$ cat src/rtl/tcs_pkg.sv
package tcs_pkg;

    typedef enum logic [2:0] {
        ST_IDLE,
        ST_DEV,
        ST_REG,
        ST_WDAT,
        ST_ACK,
        ST_RDAT,
        ST_RACK
    } tcs_state_e;

    typedef struct packed {
        tcs_state_e  st;
        tcs_state_e  nxt;
        logic [3:0]  cnt;
        logic [7:0]  sh;
        logic [7:0]  ptr;
        logic        oe;
    } tcs_ctx_t;

    function automatic logic [7:0] tcs_reset_value(input int idx);
        return (idx == 7) ? 8'h20 : 8'h00;
    endfunction

endpackage

$ cat src/rtl/tcs_line_sync.sv
module tcs_line_sync #(
    parameter int STAGES = 2
) (
    input  logic clk,
    input  logic rst_n,
    input  logic line_i,
    output logic lvl_o,
    output logic rise_o,
    output logic fall_o
);
    logic [STAGES-1:0] chain_q;
    logic              prev_q;

    always_ff @(posedge clk or negedge rst_n) begin
        if (!rst_n) begin
            chain_q <= '1;
            prev_q  <= 1'b1;
        end else begin
            chain_q <= {chain_q[STAGES-2:0], line_i};
            prev_q  <= chain_q[STAGES-1];
        end
    end

    assign lvl_o  = prev_q;
    assign rise_o = chain_q[STAGES-1] & ~prev_q;
    assign fall_o = ~chain_q[STAGES-1] & prev_q;
endmodule

$ cat src/rtl/tcs_bank.sv
module tcs_bank #(
    parameter int NREG = 9
) (
    input  logic              clk,
    input  logic              rst_n,
    input  logic              we_i,
    input  logic [7:0]        idx_i,
    input  logic [7:0]        data_i,
    output logic [NREG*8-1:0] bank_o
);
    for (genvar g = 0; g < NREG; g++) begin : g_reg
        logic [7:0] val_q;
        always_ff @(posedge clk or negedge rst_n) begin
            if (!rst_n)
                val_q <= tcs_pkg::tcs_reset_value(g);
            else if (we_i && idx_i == 8'(g))
                val_q <= data_i;
        end
        assign bank_o[g*8 +: 8] = val_q;
    end

    // no write may target a register beyond the bank
    a_r5_write_in_range: assert property (@(posedge clk) disable iff (!rst_n)
        we_i |-> (int'(idx_i) < NREG));
endmodule

$ cat src/rtl/tuner_cfg_slave.sv
module tuner_cfg_slave #(
    parameter int         NREG        = 9,
    parameter int         SYNC_STAGES = 2,
    parameter logic [4:0] DEV_PREFIX  = 5'b11000
) (
    input  logic              clk,
    input  logic              rst_n,
    input  logic              scl_i,
    input  logic              sda_i,
    output logic              sda_oe_o,
    input  logic [1:0]        addr_sel_i,
    input  logic              lock1_i,
    input  logic              lock2_i,
    input  logic              por_ok_i,
    input  logic              ovun1_i,
    input  logic              ovun2_i,
    output logic [NREG*8-1:0] reg_bank_o
);
    import tcs_pkg::*;

    localparam logic [7:0] LAST_REG = 8'(NREG - 1);
    localparam logic [3:0] BYTE_END = 4'd8;

    logic scl_lvl, scl_rise, scl_fall;
    logic sda_lvl, sda_rise, sda_fall;

    tcs_line_sync #(.STAGES(SYNC_STAGES)) u_scl_sync (
        .clk(clk), .rst_n(rst_n), .line_i(scl_i),
        .lvl_o(scl_lvl), .rise_o(scl_rise), .fall_o(scl_fall));

    tcs_line_sync #(.STAGES(SYNC_STAGES)) u_sda_sync (
        .clk(clk), .rst_n(rst_n), .line_i(sda_i),
        .lvl_o(sda_lvl), .rise_o(sda_rise), .fall_o(sda_fall));

    logic bus_start, bus_stop;
    assign bus_start = scl_lvl & sda_fall;
    assign bus_stop  = scl_lvl & sda_rise;

    logic [7:0] status_byte;
    assign status_byte = {lock1_i, lock2_i, por_ok_i, ovun1_i, ovun2_i, 3'b000};

    tcs_ctx_t ctx_d, ctx_q;
    logic     wr_en_d;

    always_comb begin
        ctx_d   = ctx_q;
        wr_en_d = 1'b0;
        if (bus_start) begin
            ctx_d.st  = ST_DEV;
            ctx_d.cnt = '0;
            ctx_d.oe  = 1'b0;
        end else if (bus_stop) begin
            ctx_d.st = ST_IDLE;
            ctx_d.oe = 1'b0;
        end else begin
            case (ctx_q.st)
                ST_DEV, ST_REG, ST_WDAT: begin
                    if (scl_rise) begin
                        ctx_d.sh  = {ctx_q.sh[6:0], sda_lvl};
                        ctx_d.cnt = ctx_q.cnt + 4'd1;
                    end else if (scl_fall && ctx_q.cnt == BYTE_END) begin
                        ctx_d.cnt = '0;
                        ctx_d.st  = ST_IDLE;
                        if (ctx_q.st == ST_DEV) begin
                            if (ctx_q.sh[7:1] == {DEV_PREFIX, addr_sel_i}) begin
                                ctx_d.oe  = 1'b1;
                                ctx_d.st  = ST_ACK;
                                ctx_d.nxt = ctx_q.sh[0] ? ST_RDAT : ST_REG;
                            end
                        end else if (ctx_q.st == ST_REG) begin
                            if (ctx_q.sh <= LAST_REG) begin
                                ctx_d.ptr = ctx_q.sh;
                                ctx_d.oe  = 1'b1;
                                ctx_d.st  = ST_ACK;
                                ctx_d.nxt = ST_WDAT;
                            end
                        end else if (ctx_q.ptr <= LAST_REG) begin
                            wr_en_d   = 1'b1;
                            ctx_d.ptr = ctx_q.ptr + 8'd1;
                            ctx_d.oe  = 1'b1;
                            ctx_d.st  = ST_ACK;
                            ctx_d.nxt = ST_WDAT;
                        end
                    end
                end
                ST_ACK: begin
                    if (scl_fall) begin
                        ctx_d.st  = ctx_q.nxt;
                        ctx_d.cnt = '0;
                        if (ctx_q.nxt == ST_RDAT) begin
                            ctx_d.sh = status_byte;
                            ctx_d.oe = ~status_byte[7];
                        end else begin
                            ctx_d.oe = 1'b0;
                        end
                    end
                end
                ST_RDAT: begin
                    if (scl_rise) begin
                        ctx_d.cnt = ctx_q.cnt + 4'd1;
                    end else if (scl_fall) begin
                        if (ctx_q.cnt == BYTE_END) begin
                            ctx_d.oe = 1'b0;
                            ctx_d.st = ST_RACK;
                        end else begin
                            ctx_d.sh = {ctx_q.sh[6:0], 1'b0};
                            ctx_d.oe = ~ctx_q.sh[6];
                        end
                    end
                end
                ST_RACK: begin
                    if (scl_rise) ctx_d.st = ST_IDLE;
                end
                default: ctx_d.st = ST_IDLE;
            endcase
        end
    end

    always_ff @(posedge clk or negedge rst_n) begin
        if (!rst_n) begin
            ctx_q <= '{st: ST_IDLE, nxt: ST_IDLE, cnt: '0, sh: '0, ptr: '0, oe: 1'b0};
        end else begin
            ctx_q <= ctx_d;
        end
    end

    tcs_bank #(.NREG(NREG)) u_bank (
        .clk(clk), .rst_n(rst_n), .we_i(wr_en_d),
        .idx_i(ctx_q.ptr), .data_i(ctx_q.sh), .bank_o(reg_bank_o));

    assign sda_oe_o = ctx_q.oe;

    // the SDA drive only moves while the sampled SCL is low
    a_r9_sda_moves_scl_low: assert property (@(posedge clk) disable iff (!rst_n)
        (ctx_q.oe != $past(ctx_q.oe)) |-> !scl_lvl);

    // a START returns the sequencer to address reception, SDA released
    a_r8_start_rearms: assert property (@(posedge clk) disable iff (!rst_n)
        bus_start |=> (ctx_q.st == ST_DEV && !ctx_q.oe));

    // an idle slave never holds SDA
    a_r7_idle_released: assert property (@(posedge clk) disable iff (!rst_n)
        (ctx_q.st == ST_IDLE) |-> !ctx_q.oe);

    // the pointer never leaves the bank range plus one
    a_r3_ptr_bounded: assert property (@(posedge clk) disable iff (!rst_n)
        int'(ctx_q.ptr) <= NREG);
endmodule

$ cat config.mk
export PLATFORM = sky130hd
export DESIGN_NAME = tuner_cfg_slave
export DESIGN_NICKNAME = d
export VERILOG_FILES = /design/src/rtl/tcs_pkg.sv /design/src/rtl/tcs_line_sync.sv /design/src/rtl/tcs_bank.sv /design/src/rtl/tuner_cfg_slave.sv
export SDC_FILE = /design/constraint.sdc
export NUM_CORES = 1
export LEC_CHECK = 0
export BUFFER_PORTS_ARGS = -buffer_cell sky130_fd_sc_hd__clkbuf_2
export CAP_MARGIN = 20
export CORE_MARGIN = 2
export CORE_UTILIZATION = 60
export DETAILED_ROUTE_END_ITERATION = 10
export PLACE_DENSITY_LB_ADDON = 0.08
export SYNTH_ARGS = -nofsm -noshare
export SYNTH_HDL_FRONTEND = slang
export SYNTH_SLANG_ARGS = --single-unit
export TNS_END_PERCENT = 10
$ cat constraint.sdc
create_clock -name clk -period 5.6 [get_ports clk]
set_input_delay 1.12 -clock clk [delete_from_list [all_inputs] [get_ports clk]]
set_output_delay 1.12 -clock clk [all_outputs]
set_load 0.05 [all_outputs]
==> reports/results.txt <==
Status = completed
Grt total ovfl = 0
Power Density = 302 nW/µm²
Vias in the first global route = 3138
Setup TNS = 0 ps
Vias/cell = 5.76
Vias = 3118
Hold buffers post-CTS = 0
CP max stage cell = dfrtp_1
EDFF count, synth = 0
Per-cell routed wire length = 18.1 µm
Die area = 8430 µm²
Final core occ = 69.9%
Commonest non-fill, non-tap cell in the layout = dfrtp_1
Largest net degree at the start of global routing = 58
Worst-path clk slew = 100 ps
HP Class = register to register
CP Launch Type = register
Port Buffers = 83
DRC Markers = 0
Initial Util = 60.8%
CTS root buffer = clkbuf_8
First-pass DRT Iterations = 4
Synth-to-layout area growth = 14.9%
VDD IR max = 0.231 mV
Leak = 2.80 nW
Final period util = 46.7%
Max incr delay on CP = 580 ps
Sink Count = 105
DIE WIDTH = 91.8 µm
Nets = 451
Worst-skew pair later-pin latency = 370 ps
Aggregate routed wire length = 9800 µm
Register area share after synthesis = 57.0%
Final Wtd Congestion = 0.882
Post-Syn Instances = 353
Ys async rst share = 100%
DP Worst Slack = 2320 ps
Crit end category = register
Post-DP HPWL = 6630 µm
CTS tree = done
Count of cell types in the netlist = 49
Share of the synthesized area in the top cell type = 53.0%
Post-synthesis cell area = 4630 µm²
Synth Area per Inst = 13.1 µm²
Max Fclk = 0.383 GHz
Share of cells above drive strength 1 = 46.7%
First-pass GRT wire length = 16000 µm
Crit path buffers/inverters = 1
Tightest Pin Transition = 924 ps
Post-Syn Nets = 370
Worst rel slew slack = 37.9%
Final setup vio count = 0
Max clock buf depth = 2
Largest area contributor in the netlist = dfrtp_1
Ys flop type = dfrtp_1
Minimum clock period after layout = 2610 ps
Max Cap Violations = 0
RSZ-0062 raised after global routing = false
ANT nets after route = 0
Most frequent cells in the layout = dfrtp_1 (98), mux2_2 (82), clkbuf_2 (82)
WS Path Type = register to register
YS warnings = 0
Seq cells post-synth = 105
# IOs = 84
Cell Rows = 32
H-tree depth = 3
Total CTS buffers = 9
# diodes = 0
Worst path required time = 5850 ps
All-Layer GR Usage = 24.7%
Crit-path max FO = 14
Final worst-path setup slack = 2990 ps
Delay-heaviest family, CP = simple AND/OR/NAND/NOR gates
Setup Skew = 12.9 ps
Die Y-Extent = 91.8 µm
Total core area = 7610 µm²
Max-slew violations = 0
Hold Fails Final Rpt = 0
Starting DRC count in detailed routing = 234
Antenna violations before repair = 0
Ranking of synthesized cells by area = dfrtp_1 (53%), mux2_2 (20%), dfstp_2 (4.0%)
Post-CTS Setup Bufs = 0
CP Data Arrival Time = 2860 ps
# resized after CTS = 0
Crit-path cells = nor4b_1, nand4_1, a211oi_1, buf_2, nor4bb_1, nor2_1
Yosys cell counts, types with 5 or more instances:
library cell / count
inv_1: 11
nand3_1: 7
nand2_1: 14
clkbuf_1: 12
o21ai_0: 9
nand4_1: 5
dfrtp_1: 98
ha_1: 6
a21oi_1: 14
dfstp_2: 7
mux2_2: 82
nand2b_1: 7
mux2i_1: 5
a31oi_1: 7
nor2_1: 11
routing by layer:
layer | wire, µm | track usage (%) | share of wire (%) | up-vias
li1 | - | - | - | 1431
met3 | 548 | 6.74 | 5.6 | 17
met5 | 0 | 0 | 0 | -
met4 | 176 | 9.83 | 1.8 | 0
met2 | 5010 | 40.2 | 51 | 83
met1 | 4070 | 31.7 | 42 | 1587
cell families after synthesis:
group                      Yosys count  share of synthesized area [%]
buffers and inverters               26                           2.41
AOI/OAI and AO/OA                   47                           6.38
DFF                                105                           57.0
xor gates and xnor gates             5                          0.946
and+or+nand+nor                     77                           10.7
muxes                               87                           21.0
adders and majority gates            6                           1.62
flip-flops by register name, indices dropped and copies added (netlist names):
signal              flops
u_bank.g.val_q         72
ctx_q                  26
u_scl_sync.chain_q      2
u_sda_sync.chain_q      2
sda_oe_o                1
u_scl_sync.lvl_o        1
u_sda_sync.lvl_o        1
worst paths after layout:
path / from / endpoint / slack, ps / depth (start not counted)
min reg2reg: u_sda_sync.chain_q[0] / u_sda_sync.chain_q[1] / 360 / 0
max reg2reg: ctx_q[13] / ctx_q[22] / 2990 / 6
max: ctx_q[13] / ctx_q[22] / 2990 / 6
min in group asynchronous: rst_n / u_bank.g_reg[1].val_q[1] / 780 / 1
min: u_sda_sync.chain_q[0] / u_sda_sync.chain_q[1] / 360 / 0
max in group asynchronous: rst_n / u_bank.g_reg[4].val_q[5] / 3750 / 2
power breakdown:
group	total, mW	leakage (nW)	internal (mW)	switching (mW)
Clock	0.467	0.104	0.189	0.278
Sequential	0.951	1.42	0.799	0.152
Combinational	0.191	1.27	0.0889	0.102
Total	1.61	2.80	1.08	0.533
worst reg2reg max path: cells and delay by family, from the launching register on:
kind	cells	cell delay (ps)
AND/OR/NAND/NOR	4	1290
flip-flops	1	580
AO/OA/AOI/OAI	1	350
buffers and inverters	1	280
layout make-up:
cell class	count	area [µm²]
Clock buffer	10	138
Multi-Input combinational cell	222	1880
Timing Repair Buffer	85	430
Sequential cell	105	2640
Inverter	11	41.3
Tap cell	102	128
Fill cell	558	2290
Clock inverter	6	65.1
stage by stage:
| stage | std cells | hold WS (ps) | instance area, µm² | power (mW) |
|---|---|---|---|---|
| floorplan | 353 | 345 | 4630 | 1.06 |
| global placement | 524 | 346 | 5110 | 1.15 |
| detailed placement | 524 | 349 | 5110 | 1.16 |
| CTS | 540 | 363 | 5310 | 1.63 |
| global route | 541 | 367 | 5320 | 1.69 |
| finish | 541 | 364 | 5320 | 1.61 |
(Power assumes the default switching activity.)
